`config.mk`:
```
export PLATFORM = sky130hd
export DESIGN_NAME = flow_status_reg
export DESIGN_NICKNAME = d
export VERILOG_FILES = /design/src/rtl/flow_status_pkg.sv /design/src/rtl/flow_status_ctrl.sv /design/src/rtl/flow_status_dp.sv /design/src/rtl/flow_status_reg.sv
export SDC_FILE = /design/constraint.sdc
export NUM_CORES = 1
export LEC_CHECK = 0
export CORE_AREA = 2 2 39 41
export CTS_BUF_LIST = sky130_fd_sc_hd__clkbuf_4
export CTS_CLUSTER_SIZE = 25
export DETAILED_ROUTE_END_ITERATION = 6
export DIE_AREA = 0 0 41 43
export PLACE_DENSITY = 0.77
export SKIP_CTS_REPAIR_TIMING = 1
export SLEW_MARGIN = 30
export SYNTH_ARGS = -nofsm -noshare
export SYNTH_HDL_FRONTEND = slang
export SYNTH_HIERARCHICAL = 1
export SYNTH_SLANG_ARGS = --single-unit
```
`constraint.sdc`:
```
create_clock -name clk -period 1.2 [get_ports clk]
set_input_delay 0.36 -clock clk [delete_from_list [all_inputs] [get_ports clk]]
set_output_delay 0.36 -clock clk [all_outputs]
set_load 0.005 [all_outputs]
```
`src/rtl/flow_status_pkg.sv`:
```
package flow_status_pkg;
  localparam int STAT_W      = 8;
  localparam int BIT_LOCAL   = 0;
  localparam int BIT_REMOTE  = 1;
  localparam int BIT_RTS     = 2;
  localparam int BIT_DTR     = 3;
  localparam int BIT_SPECIAL = 4;
  localparam int BIT_FSEL    = 5;
  localparam int BIT_DEPTH   = 6;
  localparam int BIT_IDLE    = 7;

  typedef struct packed {
    logic setLocal;
    logic clrLocal;
    logic setRemote;
    logic clrRemote;
    logic setSpecial;
    logic clrSpecial;
    logic fireXon;
  } flowStrobes_t;
endpackage

```
`src/rtl/flow_status_ctrl.sv`:
```
module flow_status_ctrl
  import flow_status_pkg::*;
(
  input  logic              chanSwReset,
  input  logic              rxXoffDet,
  input  logic              rxSpecialStored,
  input  logic              txXoffSent,
  input  logic              txXonSent,
  input  logic              regWrEn,
  input  logic              regRdEn,
  input  logic [STAT_W-1:0] regWrData,
  input  logic              remoteStop,
  output flowStrobes_t      strobes
);
  logic wrZeroLocal;
  logic wrZeroRemote;

  always_comb begin
    wrZeroLocal  = regWrEn && !regWrData[BIT_LOCAL];
    wrZeroRemote = regWrEn && !regWrData[BIT_REMOTE] && remoteStop;

    // events win over host writes, channel reset wins over everything
    strobes.setLocal   = rxXoffDet && !chanSwReset;
    strobes.clrLocal   = chanSwReset || (wrZeroLocal && !rxXoffDet);
    strobes.setRemote  = txXoffSent && !chanSwReset;
    strobes.clrRemote  = chanSwReset || ((txXonSent || wrZeroRemote) && !txXoffSent);
    strobes.fireXon    = wrZeroRemote && !txXoffSent && !chanSwReset;
    strobes.setSpecial = rxSpecialStored;
    strobes.clrSpecial = regRdEn && !rxSpecialStored;
  end
endmodule

```
`src/rtl/flow_status_dp.sv`:
```
module flow_status_dp
  import flow_status_pkg::*;
(
  input  logic              clk,
  input  logic              rstN,
  input  flowStrobes_t      strobes,
  input  logic              txFifoEmpty,
  input  logic              txShiftEmpty,
  input  logic              rtsPin,
  input  logic              dtrPin,
  input  logic              loopbackEn,
  input  logic              rtsFlowHalt,
  input  logic              dtrFlowHalt,
  input  logic              fifoSelPin,
  input  logic              fifoDeep,
  output logic              remoteStop,
  output logic [STAT_W-1:0] statWord,
  output logic              txHalted,
  output logic              xonRequest
);
  logic localStop;
  logic specialSeen;

  always_ff @(posedge clk or negedge rstN) begin
    if (!rstN) begin
      localStop   <= 1'b0;
      remoteStop  <= 1'b0;
      specialSeen <= 1'b0;
      xonRequest  <= 1'b0;
    end else begin
      if (strobes.setLocal)        localStop <= 1'b1;
      else if (strobes.clrLocal)   localStop <= 1'b0;
      if (strobes.setRemote)       remoteStop <= 1'b1;
      else if (strobes.clrRemote)  remoteStop <= 1'b0;
      if (strobes.setSpecial)      specialSeen <= 1'b1;
      else if (strobes.clrSpecial) specialSeen <= 1'b0;
      xonRequest <= strobes.fireXon;
    end
  end

  always_comb begin
    statWord              = '0;
    statWord[BIT_LOCAL]   = localStop;
    statWord[BIT_REMOTE]  = remoteStop;
    statWord[BIT_RTS]     = loopbackEn ? rtsFlowHalt : !rtsPin;
    statWord[BIT_DTR]     = loopbackEn ? dtrFlowHalt : !dtrPin;
    statWord[BIT_SPECIAL] = specialSeen;
    statWord[BIT_FSEL]    = fifoSelPin;
    statWord[BIT_DEPTH]   = fifoDeep;
    statWord[BIT_IDLE]    = txFifoEmpty && txShiftEmpty;
  end

  assign txHalted = localStop;
endmodule

```
`src/rtl/flow_status_reg.sv`:
```
module flow_status_reg
  import flow_status_pkg::*;
(
  input  logic              clk,
  input  logic              rstN,
  input  logic              chanSwReset,
  input  logic              rxXoffDet,
  input  logic              rxSpecialStored,
  input  logic              txXoffSent,
  input  logic              txXonSent,
  input  logic              txFifoEmpty,
  input  logic              txShiftEmpty,
  input  logic              rtsPin,
  input  logic              dtrPin,
  input  logic              loopbackEn,
  input  logic              rtsFlowHalt,
  input  logic              dtrFlowHalt,
  input  logic              fifoSelPin,
  input  logic              fifoDeep,
  input  logic              regWrEn,
  input  logic              regRdEn,
  input  logic [STAT_W-1:0] regWrData,
  output logic [STAT_W-1:0] regRdData,
  output logic              txHalted,
  output logic              xonRequest
);
  flowStrobes_t strobes;
  logic         remoteStop;

  flow_status_ctrl u_ctrl (
    .chanSwReset    (chanSwReset),
    .rxXoffDet      (rxXoffDet),
    .rxSpecialStored(rxSpecialStored),
    .txXoffSent     (txXoffSent),
    .txXonSent      (txXonSent),
    .regWrEn        (regWrEn),
    .regRdEn        (regRdEn),
    .regWrData      (regWrData),
    .remoteStop     (remoteStop),
    .strobes        (strobes)
  );

  flow_status_dp u_dp (
    .clk         (clk),
    .rstN        (rstN),
    .strobes     (strobes),
    .txFifoEmpty (txFifoEmpty),
    .txShiftEmpty(txShiftEmpty),
    .rtsPin      (rtsPin),
    .dtrPin      (dtrPin),
    .loopbackEn  (loopbackEn),
    .rtsFlowHalt (rtsFlowHalt),
    .dtrFlowHalt (dtrFlowHalt),
    .fifoSelPin  (fifoSelPin),
    .fifoDeep    (fifoDeep),
    .remoteStop  (remoteStop),
    .statWord    (regRdData),
    .txHalted    (txHalted),
    .xonRequest  (xonRequest)
  );
endmodule

```
==> impl_metrics.tcl <==
set metrics [dict create \
    status "finished, violations left" \
    violations "setup timing" \
    cp-start-kind "input port" \
    top_layer_used "met4" \
    fmax_mhz 743 \
    gp_congestion 0.648 \
    netlist_instances 31 \
    synth_top_area_share_pct 37.7 \
    rows 14 \
    period_share_pct 112 \
    reg2reg_depth 5 \
    routed_wl_um 655 \
    critPathLaunch "dtrPin" \
    drive_gt1_share_pct 17.9 \
    grt_pass1_vias 305 \
    syn_nets 57 \
    synth_common_cells "6 x buf_4, 4 x a21o_1, 4 x dfrtp_1, 4 x inv_1" \
    drtIter0Drc 1 \
    grt_use_total_pct 9.37 \
    period_minus_slack_ns 1.35 \
    num_io_pins 36 \
    synthTopCellsByArea "dfrtp_1 38%, buf_4 17%, a21o_1 11%, inv_1 5.7%, nor2b_1 4.7%" \
    r2r_setup_slack_ns 0.07 \
    dr.pass1.iters 2 \
    core_area_mm2 0.00138 \
    cp_max_fo 1 \
    final_area_um2 571 \
    ctsRootBufferMaster "clkbuf_4" \
    numCtsBuffers 3 \
    synth.most_common_cell "buf_4" \
    area_growth_pct 115 \
    antennaDiodeCount 0 \
    drtAntennaViolNets 0 \
    clk_latency_ns 0.24 \
    route.met3.wl_um 67 \
    avgViaCountPerCell 4.07 \
    die_y_um 43 \
    drc 0 \
    post_dp_cell_area_um2 513 \
    yosysSeqAreaShare_pct 37.7 \
    netlist.top_cell.by_area "dfrtp_1" \
    die_w_um 41 \
    grt_pass1_wl_mm 1.01 \
    dp_hpwl_um 517 \
    cp-end-kind "output pin" \
    wl_met1_um 244 \
    synth_warnings 6 \
    rsz0062_at_grt "true" \
    leakage_nw 0.398 \
    finalHoldViolations 0 \
    ys.flop_type "dfrtp_1" \
    grt_max_degree 6 \
    dieArea_mm2 0.00176 \
    ys_types 13 \
    io_buffers 25 \
    htreeDepth 1 \
    power_density_mw_per_mm2 798 \
    r2r_start "u_dp/remoteStop" \
    place_ws_ns -0.682 \
    cap_viol_max_count 0 \
    via_count 293 \
    nets 84 \
    hold_class "in -> async" \
    finalMaxSlewViolations 0 \
    start_util_pct 19.2 \
    clk_path_buf_depth 2 \
    cts_tree "done" \
    setup_viol 1 \
    peakVddDrop_mv 0.336 \
    path_class "in -> out" \
    async_reset_ff_share_pct 100 \
    detail_route.wl_per_cell_um 9.10 \
    clk_pin_slew_worst_paths_ns 0.04 \
    synth_seq_cells 4 \
    max_slew.worst_pin.slew_ns 0.193 \
    synth_edf_count 0 \
    gr-total-overflow 0 \
    whs_ns 0.320 \
    layout_setup_ws_ns -0.145 \
    finalClockSkew_ns 0.0000349 \
    cts.sinks 4 \
    relSlewSlack_pct 87.1 \
    worst_ep_arrival_time_ns 0.99 \
    antenna_found_initial 0 \
    required_ns 0.84 \
    syn-cell-area_um2 265 \
    synth_area_per_cell_um2 8.56 \
    wl_met2_um 317 \
]
report_power, final:
group / internal (W) / leakage (nW) / switching [W]
registers: 0.000144 / 0.0487 / 0.00000443
logic: 0.0000923 / 0.336 / 0.0000387
clock network: 0.000112 / 0.0138 / 0.0000635
total: 0.000349 / 0.398 / 0.000107
flip-flops by register name (all words and copies together) (netlist names):
register          cells
u_dp/remoteStop       1
u_dp/specialSeen      1
u_dp/xonRequest       1
u_dp/txHalted         1
routing by layer:
metal  vias up  global-route usage [%]
li1        145                       -
met1       127                    6.82
met2        18                    15.0
met3         3                    4.71
met4         0                    10.0
met5         -                       0
path summary, 6_finish.rpt:
kind | end
max | regRdData[3]
min reg2reg | u_dp/specialSeen
max reg2reg | u_dp/remoteStop
max in group asynchronous | u_dp/txHalted
min | u_dp/xonRequest
min in group clk | u_dp/xonRequest
cell type report:
cell class              count  area, um2
inverters                   4       15.0
flip-flops and latches      4        100
clock buffers               3       22.5
repair buffers             28        293
fillers                   151        813
well taps                  16       20.0
multi-input cells          17        120
metrics by stage:
| stage | TNS [ns] | power [W] | instances | util [%] |
|---|---|---|---|---|
| 2_1_floorplan | 0 | 0.000198 | 31 | - |
| 3_3_place_gp | -2.43 | 0.000290 | 69 | 37.1 |
| 3_5_place_dp | -2.56 | 0.000292 | 69 | 37.1 |
| 4_1_cts | -3.29 | 0.000471 | 72 | 38.7 |
| 5_1_grt | -0.214 | 0.000484 | 72 | 41.2 |
| 6_report | -0.145 | 0.000456 | 72 | 41.2 |
cells by family (layout without fill, tap and decap cells):
logic type / count (synthesis) / in the layout / share of synthesized area (%)
buffers and inverters: 10 / 35 / 22.6
flip-flops: 4 / 4 / 37.7
AND/OR/NAND/NOR: 10 / 10 / 21.2
AO/OA/AOI/OAI: 7 / 7 / 18.4
placed cells by master, fill, tap and decap left out, types with 3 or more instances in the layout:
cell             count
clkdlybuf4s50_1      8
dlymetal6s2s_1      14
clkbuf_4             3
a21o_1               4
inv_1                4
dfrtp_1              4
buf_4                3
critical path, stage by stage:
cell             delay, ns
clkdlybuf4s50_1       0.45
o21ai_1               0.05
buf_2                 0.12
Power figures use the tool's default switching activity.
